File: src/rtl/shifter_pkg.sv
// Package: shifter_pkg
// Shared mode codes and the decoded control word for the bit-vector shifter.
// Assumes a 3-bit mode field; codes not listed here mean pass-through.
package shifter_pkg;

    typedef enum logic [2:0] {
        SH_LOG_LEFT   = 3'b000,
        SH_LOG_RIGHT  = 3'b001,
        SH_MIRROR_LFT = 3'b010,
        SH_ARITH_RGT  = 3'b011,
        SH_NUM_LEFT   = 3'b100
    } shift_mode_e;

    typedef struct packed {
        logic go_right;   // shift toward bit 0 instead of toward the MSB
        logic fill;       // value placed in vacated positions
        logic pass;       // return the input untouched
    } shift_ctl_t;

endpackage

File: src/rtl/shift_mode_decode.sv
// Module: shift_mode_decode
// Turns the 3-bit mode code into direction, fill value and pass-through
// controls. Assumes the fill sources (input LSB and MSB) are the original,
// unshifted bits of the data word.
module shift_mode_decode
    import shifter_pkg::*;
(
    input  logic       data_lsb,
    input  logic       data_msb,
    input  logic [2:0] mode,
    output shift_ctl_t ctl
);

    // Map each mode code to its control word.
    always_comb begin
        ctl = '{go_right: 1'b0, fill: 1'b0, pass: 1'b0};
        case (mode)
            SH_LOG_LEFT:   ctl = '{go_right: 1'b0, fill: 1'b0,     pass: 1'b0};
            SH_LOG_RIGHT:  ctl = '{go_right: 1'b1, fill: 1'b0,     pass: 1'b0};
            SH_MIRROR_LFT: ctl = '{go_right: 1'b0, fill: data_lsb, pass: 1'b0};
            SH_ARITH_RGT:  ctl = '{go_right: 1'b1, fill: data_msb, pass: 1'b0};
            SH_NUM_LEFT:   ctl = '{go_right: 1'b0, fill: 1'b0,     pass: 1'b0};
            default:       ctl = '{go_right: 1'b0, fill: 1'b0,     pass: 1'b1};
        endcase
    end

endmodule

File: src/rtl/shift_left_core.sv
// Module: shift_left_core
// Logarithmic left barrel shifter with a programmable fill bit. Right shifts
// are obtained by the caller reversing bit order around this core.
// Assumes WIDTH >= 2 and AMT_W wide enough to hold WIDTH; any amount at or
// above WIDTH saturates to an all-fill word.
module shift_left_core #(
    parameter int WIDTH = 8,
    parameter int AMT_W = $clog2(WIDTH + 1)
) (
    input  logic [WIDTH-1:0] data,
    input  logic [AMT_W-1:0] amt,
    input  logic             fill,
    output logic [WIDTH-1:0] shifted
);

    localparam int              STAGES = $clog2(WIDTH);
    localparam logic [AMT_W-1:0] W_AMT = AMT_W'(WIDTH);

    logic [WIDTH-1:0] stage [STAGES+1];
    logic             saturate;

    assign stage[0] = data;

    // One stage per amount bit: shift by 2^k when bit k is set.
    for (genvar k = 0; k < STAGES; k++) begin : g_stage
        localparam int SH = 1 << k;
        assign stage[k+1] = amt[k] ? {stage[k][WIDTH-1-SH:0], {SH{fill}}}
                                   : stage[k];
    end

    // Detect amounts that push every original bit out of the word.
    assign saturate = (amt >= W_AMT);

    // Select the all-fill word on saturation, else the staged result.
    always_comb begin
        shifted = saturate ? {WIDTH{fill}} : stage[STAGES];
    end

endmodule

File: src/rtl/shift_out_stage.sv
// Module: shift_out_stage
// Optional output register. With REGISTER_OUT=1 the result is captured when
// in_valid is high and held otherwise, and the valid strobe is delayed one
// cycle; reset is synchronous and active-low. With REGISTER_OUT=0 both pass
// straight through.
module shift_out_stage #(
    parameter int WIDTH        = 8,
    parameter bit REGISTER_OUT = 1'b1
) (
    input  logic             clk,
    input  logic             rst_n,
    input  logic             in_valid,
    input  logic [WIDTH-1:0] d,
    output logic [WIDTH-1:0] q,
    output logic             q_valid
);

    if (REGISTER_OUT) begin : g_reg
        // Capture result on valid input and delay the strobe by one cycle.
        always_ff @(posedge clk) begin
            if (!rst_n) begin
                q       <= '0;
                q_valid <= 1'b0;
            end else begin
                q_valid <= in_valid;
                if (in_valid) begin
                    q <= d;
                end
            end
        end
    end else begin : g_comb
        logic unused_clk;
        // Bypass: no storage, clock and reset are unused.
        always_comb begin
            q          = d;
            q_valid    = in_valid;
            unused_clk = clk ^ rst_n;
        end
    end

endmodule

File: src/rtl/bitvec_shifter.sv
// Module: bitvec_shifter (top)
// Multi-mode shifter: logical left/right, mirror left (LSB fill), arithmetic
// right (MSB fill), numeric left (zero fill) and pass-through for unused
// codes. Right shifts reuse the left core by reversing bit order on the way
// in and out. Assumes WIDTH >= 2.
module bitvec_shifter #(
    parameter int WIDTH        = 8,
    parameter bit REGISTER_OUT = 1'b1,
    localparam int AMT_W       = $clog2(WIDTH + 1)
) (
    input  logic             clk,
    input  logic             rst_n,
    input  logic             in_valid,
    input  logic [WIDTH-1:0] data_in,
    input  logic [AMT_W-1:0] shamt,
    input  logic [2:0]       mode,
    output logic [WIDTH-1:0] result,
    output logic             out_valid
);

    import shifter_pkg::*;

    shift_ctl_t       ctl;
    logic [WIDTH-1:0] data_rev;
    logic [WIDTH-1:0] core_in;
    logic [WIDTH-1:0] core_out;
    logic [WIDTH-1:0] core_out_rev;
    logic [WIDTH-1:0] shifted;

    shift_mode_decode u_decode (
        .data_lsb (data_in[0]),
        .data_msb (data_in[WIDTH-1]),
        .mode     (mode),
        .ctl      (ctl)
    );

    // Bit reversal of the input and of the core output.
    for (genvar i = 0; i < WIDTH; i++) begin : g_rev
        assign data_rev[i]     = data_in[WIDTH-1-i];
        assign core_out_rev[i] = core_out[WIDTH-1-i];
    end

    // Present the word to the core in left-shift orientation.
    always_comb begin
        core_in = ctl.go_right ? data_rev : data_in;
    end

    shift_left_core #(
        .WIDTH (WIDTH),
        .AMT_W (AMT_W)
    ) u_core (
        .data    (core_in),
        .amt     (shamt),
        .fill    (ctl.fill),
        .shifted (core_out)
    );

    // Restore orientation and apply pass-through for unused codes.
    always_comb begin
        if (ctl.pass) begin
            shifted = data_in;
        end else if (ctl.go_right) begin
            shifted = core_out_rev;
        end else begin
            shifted = core_out;
        end
    end

    shift_out_stage #(
        .WIDTH        (WIDTH),
        .REGISTER_OUT (REGISTER_OUT)
    ) u_out (
        .clk      (clk),
        .rst_n    (rst_n),
        .in_valid (in_valid),
        .d        (shifted),
        .q        (result),
        .q_valid  (out_valid)
    );

endmodule

File: config.mk
export PLATFORM = sky130hd
export DESIGN_NAME = bitvec_shifter
export DESIGN_NICKNAME = d
export VERILOG_FILES = /design/src/rtl/shifter_pkg.sv /design/src/rtl/shift_mode_decode.sv /design/src/rtl/shift_left_core.sv /design/src/rtl/shift_out_stage.sv /design/src/rtl/bitvec_shifter.sv
export SDC_FILE = /design/constraint.sdc
export NUM_CORES = 1
export LEC_CHECK = 0
export ABC_AREA = 1
export BUFFER_PORTS_ARGS = -buffer_cell sky130_fd_sc_hd__clkbuf_2
export CELL_PAD_IN_SITES_DETAIL_PLACEMENT = 0
export CELL_PAD_IN_SITES_GLOBAL_PLACEMENT = 1
export CORE_MARGIN = 5
export CORE_UTILIZATION = 37
export CTS_CLUSTER_DIAMETER = 200
export CTS_CLUSTER_SIZE = 8
export DETAILED_ROUTE_END_ITERATION = 8
export PLACE_DENSITY_LB_ADDON = 0.2
export SLEW_MARGIN = 10
export SYNTH_ARGS = -nofsm -noshare
export SYNTH_HDL_FRONTEND = slang
export SYNTH_SLANG_ARGS = --single-unit
File: constraint.sdc
create_clock -name clk -period 2.9 [get_ports clk]
set_clock_uncertainty 0.1 [all_clocks]
set_input_delay 0.87 -clock clk [delete_from_list [all_inputs] [get_ports clk]]
set_output_delay 0.87 -clock clk [all_outputs]
set_load 0.01 [all_outputs]
==> results of run 1 <==
sequential cells by signal (all words and copies together), names as in the netlist:
| register | cells |
|---|---|
| u_out.q | 8 |
| u_out.q_valid | 1 |
cell type report:
class                           instances  area (um2)  area share [%]
Clock buffer                            4       26.28           2.308
Sequential cell                         9       180.2           15.82
Tap cell                               30       37.54           3.297
Timing Repair Buffer                   26       130.1           11.43
Multi-Input combinational cell        132       669.4           58.79
Inverter                               25       95.09           8.352
cell usage after synthesis (all sizes together):
cell,n
nand3,49
clkbuf,1
buf,5
o21ai,17
nand4,3
dfxtp,9
clkinv,1
nand2,43
a21oi,15
nor2,5
inv,24
worst max-delay path, cell delays in order:
cell and delay (ns):
clkbuf_2 0.26, nand2_4 0.18, inv_2 0.19, nand2_1 0.10
nand3_1 0.10, nand3_1 0.11, nand3_1 0.12, nand4_1 0.10
nand2_1 0.10, a21oi_2 0.05
layout by cell type, fill, tap and decap left out, types with 4 or more instances in the layout:
| cell type | synthesis | routed |
|---|---|---|
| dfxtp_1 | 9 | 9 |
| a21oi_1 | 13 | 13 |
| nand2_2 | 6 | 6 |
| clkbuf_2 | 0 | 26 |
| o21ai_0 | 16 | 16 |
| nand2_1 | 35 | 35 |
| nand3_1 | 44 | 44 |
| inv_2 | 6 | 6 |
| nand3_2 | 5 | 5 |
| nor2_1 | 4 | 4 |
| inv_1 | 18 | 18 |
metrics by stage:
step | cell area [um2] | std cells | hold slack, ns | util [%]
floorplan | 988.4 | 172 | 0.4406 | -
global placement | 1112 | 222 | 0.4164 | 44.10
detailed placement | 1112 | 222 | 0.4153 | 44.10
CTS | 1139 | 226 | 0.4311 | 45.14
global route | 1139 | 226 | 0.4595 | 45.14
finish | 1139 | 226 | 0.4220 | 45.14
final timing paths:
check | start | end | slack, ns | cells past startpoint
max reg2reg | u_out.q[4]$_SDFFE_PN0P_ | u_out.q[4]$_SDFFE_PN0P_ | 2.16 | 2
max | mode[0] | u_out.q[7]$_SDFFE_PN0P_ | 0.76 | 10
min | u_out.q[5]$_SDFFE_PN0P_ | u_out.q[5]$_SDFFE_PN0P_ | 0.42 | 2
min reg2reg | u_out.q[5]$_SDFFE_PN0P_ | u_out.q[5]$_SDFFE_PN0P_ | 0.42 | 2
cells by family after synthesis:
family,Yosys count,synth area share [%]
simple gates,100,50.76
compound gates,32,16.96
buf+inv,31,14.05
flops,9,18.23
power groups by stage:
stage | logic (mW) | clock network (mW) | registers (mW)
after floorplan | 0.101 | 0 | 0.144
after global placement | 0.147 | 0 | 0.139
after detailed placement | 0.147 | 0 | 0.139
after CTS | 0.147 | 0.101 | 0.137
after global routing | 0.166 | 0.108 | 0.138
final | 0.148 | 0.0980 | 0.137
layer usage:
| metal | share of wire (%) | track usage, % | up-vias |
|---|---|---|---|
| met5 | 0 | 0 | - |
| met4 | 1.2 | 4.848 | 0 |
| met3 | 8.2 | 2.725 | 6 |
| met2 | 45 | 25.41 | 55 |
| met1 | 45 | 21.82 | 553 |
| li1 | - | - | 628 |
==> flow_summary.json, run 1 <==
{
  "crit_path_max_fanout": 14,
  "cts_hold_buf": 0,
  "clkSinkCount": 9,
  "dieWidth_um": 61.69,
  "drive_above_1_share_pct": 26.53,
  "startpoint_type": "input port",
  "dp_hpwl_um": 2346,
  "maxSlewViolCount": 0,
  "drc_errors": 0,
  "ys_warn_count": 0,
  "required_ns": 2.95,
  "grt_start_max_net_pins": 18,
  "place_congestion": 0.8912,
  "die_area_um2": 3805,
  "core_area_um2": 2522,
  "power.density_nw_per_um2": 335.6,
  "internal_power_mw": 0.2374,
  "synth_cell_type_count": 20,
  "grt_usage_pct": 15.93,
  "swShare_pct": 37.87,
  "cts.htree.levels": 1,
  "post_cts_buffers": 0,
  "vias_per_cell": 5.496,
  "root_buffer": "clkbuf_4",
  "antenna_left": 0,
  "cts_tree": "done",
  "power_frac_comb_pct": 38.6,
  "routedWlPerCell_um": 12.64,
  "finalSetupViolCount": 0,
  "cap_viol_max_count": 0,
  "cp-end-kind": "flop",
  "status": "finished clean",
  "syn-mean-instance-area_um2": 5.747,
  "cts_resized": 0,
  "p_switching_mw": 0.1447,
  "power_mw": 0.3821,
  "min_period_over_period_pct": 73.64,
  "synthTopCellsByArea": "nand3_1 (22%), dfxtp_1 (18%), nand2_1 (13%)",
  "fin_setup_tns_ns": 0,
  "cp.arrival_ns": 2.18,
  "post-place-ws_ns": 0.5359,
  "syn_area_um2": 988.4,
  "grt_pass1_wl_um": 4650,
  "syn_inst": 172,
  "grt_pass1_vias": 1093,
  "initial_core_util_pct": 39.19,
  "core.rowCount": 18,
  "hp-class": "flop to flop",
  "grt_setup_unrepaired": "false",
  "ctsLongestPathBuffers": 2,
  "fmax_mhz": 468.3,
  "hold_violations": 0,
  "power.share.clock_pct": 25.7,
  "ys_ff_latch": 9,
  "power_leakage_nw": 0.6376,
  "routed_wl_um": 2857,
  "fillers": 305,
  "area_growth_pct": 15.19,
  "fin_nets": 215,
  "clk_latency_ns": 0.26,
  "relSlewSlack_pct": 72.15,
  "gr-total-overflow": 0,
  "worst_pin_slew_ns": 0.4172,
  "numCtsBuffers": 3,
  "ir_worst_vdd_uv": 274.1,
  "worst-setup-path-type": "input port to flop",
  "num_io_pins": 27,
  "antenna_found_initial": 0,
  "clk_pin_slew_worst_paths_ns": 0.06,
  "die_h_um": 61.69,
  "fin_ws_ns": 0.7644,
  "syn_nets": 190,
  "p_seq_share_pct": 35.7,
  "drtIter0Drc": 68,
  "timing.final.crit_period_ns": 2.136,
  "num_vias": 1242,
  "synth_top_area_share_pct": 22.28,
  "antennaDiodeCount": 0,
  "synth_top_area_cell": "nand3_1",
  "io_buffers": 26,
  "drt_first_pass_iters": 6,
  "yosysSeqAreaShare_pct": 18.23
}
Note: power is estimated with default switching activity, not from simulation.
==> run 2, diff against run 1 <==
--- a/config.mk
+++ b/config.mk
@@ -10,7 +10,7 @@
 export CELL_PAD_IN_SITES_DETAIL_PLACEMENT = 0
 export CELL_PAD_IN_SITES_GLOBAL_PLACEMENT = 1
 export CORE_MARGIN = 5
-export CORE_UTILIZATION = 37
+export CORE_UTILIZATION = 34
 export CTS_CLUSTER_DIAMETER = 200
 export CTS_CLUSTER_SIZE = 8
 export DETAILED_ROUTE_END_ITERATION = 8
==> constraint.sdc (replaced) <==
create_clock -name clk -period 2 [get_ports clk]
set_clock_uncertainty 0.1 [all_clocks]
set_input_delay 0.6 -clock clk [delete_from_list [all_inputs] [get_ports clk]]
set_output_delay 0.6 -clock clk [all_outputs]
set_load 0.01 [all_outputs]
==> flow_summary.json, run 2 (synthesis gave the netlist of run 1 again) <==
{
  "reg2reg_depth": 2,
  "cp.arrival_ns": 1.80,
  "dieWidth_um": 63.92,
  "mostFrequentLayoutCell": "nand3_1",
  "power.density_nw_per_um2": 478.1,
  "crit_path_max_fanout": 14,
  "num_vias": 1243,
  "antenna_found_initial": 0,
  "drc_errors": 0,
  "swShare_pct": 37.54,
  "required_ns": 2.05,
  "cp-end-kind": "flop",
  "cap_viol_max_count": 0,
  "grt_pass1_wl_um": 5526,
  "cts_tree": "done",
  "cts_hold_buf": 0,
  "fmax_mhz": 572.7,
  "top_register": "u_out.q",
  "maxSlewViolCount": 0,
  "grt_setup_unrepaired": "false",
  "core.rowCount": 19,
  "power.share.clock_pct": 25.2,
  "hp-class": "flop to flop",
  "dp_hpwl_um": 2451,
  "r2r-end": "u_out.q[7]$_SDFFE_PN0P_",
  "relSlewSlack_pct": 78.30,
  "ir_worst_vdd_uv": 441.0,
  "largest_reg_flops": 8,
  "routedWlPerCell_um": 12.91,
  "antennaDiodeCount": 0,
  "clk_latency_ns": 0.26,
  "place_congestion": 0.9161,
  "area_growth_pct": 18.35,
  "reg_top3": "u_out.q (8), u_out.q_valid (1)",
  "fillers": 321,
  "antenna_left": 0,
  "grt_usage_pct": 16.15,
  "drtIter0Drc": 41,
  "clkSinkCount": 9,
  "internal_power_mw": 0.3494,
  "r2r-start": "u_out.q[7]$_SDFFE_PN0P_",
  "layout_common_cells": "nand3_1 (44), nand2_1 (35), clkbuf_2 (26)",
  "p_seq_share_pct": 35.4,
  "cts_resized": 0,
  "clk_pin_slew_worst_paths_ns": 0.06,
  "fin_setup_tns_ns": 0,
  "holdWs_ns": 0.4279,
  "worst_pin_slew_ns": 0.3252,
  "routed_wl_um": 2983,
  "grt_start_max_net_pins": 18,
  "power_leakage_nw": 0.6571,
  "cts.htree.levels": 1,
  "vias_per_cell": 5.381,
  "timing.final.crit_period_ns": 1.746,
  "power_frac_comb_pct": 39.5,
  "drive_above_1_share_pct": 28.00,
  "initial_core_util_pct": 35.54,
  "drt_first_pass_iters": 5,
  "seqCellArea_um2": 180.2,
  "p_switching_mw": 0.2099,
  "root_buffer": "clkbuf_4",
  "whs_path_depth": 2,
  "min_from": "u_out.q[2]$_SDFFE_PN0P_",
  "startpoint_type": "input port",
  "num_io_pins": 27,
  "numCtsBuffers": 3,
  "gr-total-overflow": 0,
  "die_h_um": 63.92,
  "io_buffers": 26,
  "worst-setup-path-type": "input port to flop",
  "post_cts_buffers": 0,
  "core_area_um2": 2781,
  "reg2reg_slack_ns": 1.26,
  "fin_nets": 219,
  "min_period_over_period_pct": 87.31,
  "multi_input_area_um2": 669.4,
  "die_area_um2": 4086,
  "hold_violations": 0,
  "finalSetupViolCount": 0,
  "status": "finished clean",
  "whs_endpoint": "u_out.q[2]$_SDFFE_PN0P_",
  "ctsLongestPathBuffers": 2,
  "grt_pass1_vias": 1222
}
-- run 2: changes by cell type in the layout (fill, tap and decap cells not counted), sizes merged --
cell,before,now
buf,0,4
-- run 2: worst max-delay path, stage by stage --
cell,delay [ns]
clkbuf_2,0.09
inv_2,0.13
nand2_4,0.15
inv_2,0.16
nand2_1,0.10
nand3_1,0.10
nand3_1,0.09
nand3_1,0.09
nand4_1,0.10
nand2_1,0.11
a21oi_1,0.06
-- run 2: cell type report --
cell class / instances / share of cell area, %
Clock buffer: 4 / 2.246
Sequential cell: 9 / 15.40
Timing Repair Buffer: 30 / 13.69
Multi-Input combinational cell: 132 / 57.22
Inverter: 25 / 8.128
Tap cell: 31 / 3.316
-- run 2: routing by layer --
| metal | part of all wire, % | track usage (%) |
|---|---|---|
| met2 | 45 | 25.75 |
| met5 | 0 | 0 |
| met3 | 8.9 | 4.028 |
| met4 | 1.3 | 5.455 |
| met1 | 45 | 21.07 |
-- run 2: stage by stage --
stage	total power [mW]	setup slack (ns)	instances	cell area [um2]	utilization, %
global placement	0.4244	0.02267	227	1144	41.12
floorplan	0.3550	0.3428	172	988.4	-
CTS	0.5672	0.2802	231	1170	42.06
global route	0.6114	0.1186	231	1170	42.06
detailed placement	0.4220	0.003970	227	1144	41.12
finish	0.5593	0.2538	231	1170	42.06
-- run 2: how the worst max path moves through the flow --
| stage | start | to | slack (ns) |
|---|---|---|---|
| after floorplan | mode[2] | u_out.q[4]$_SDFFE_PN0P_ | 0.34 |
| after global placement | mode[2] | u_out.q[5]$_SDFFE_PN0P_ | 0.02 |
| after detailed placement | mode[2] | u_out.q[5]$_SDFFE_PN0P_ | 0.004 |
| after CTS | mode[2] | u_out.q[5]$_SDFFE_PN0P_ | 0.28 |
| after global routing | mode[2] | u_out.q[5]$_SDFFE_PN0P_ | 0.12 |
| final | mode[2] | u_out.q[5]$_SDFFE_PN0P_ | 0.25 |
-- run 2: power groups by stage --
stage               Combinational [mW]  Sequential [mW]  Clock (mW)
finish                           0.221            0.198       0.141
detailed placement               0.220            0.202           0
global route                     0.253            0.200       0.158
global placement                 0.223            0.201           0
floorplan                        0.147            0.208           0
CTS                              0.221            0.198       0.148
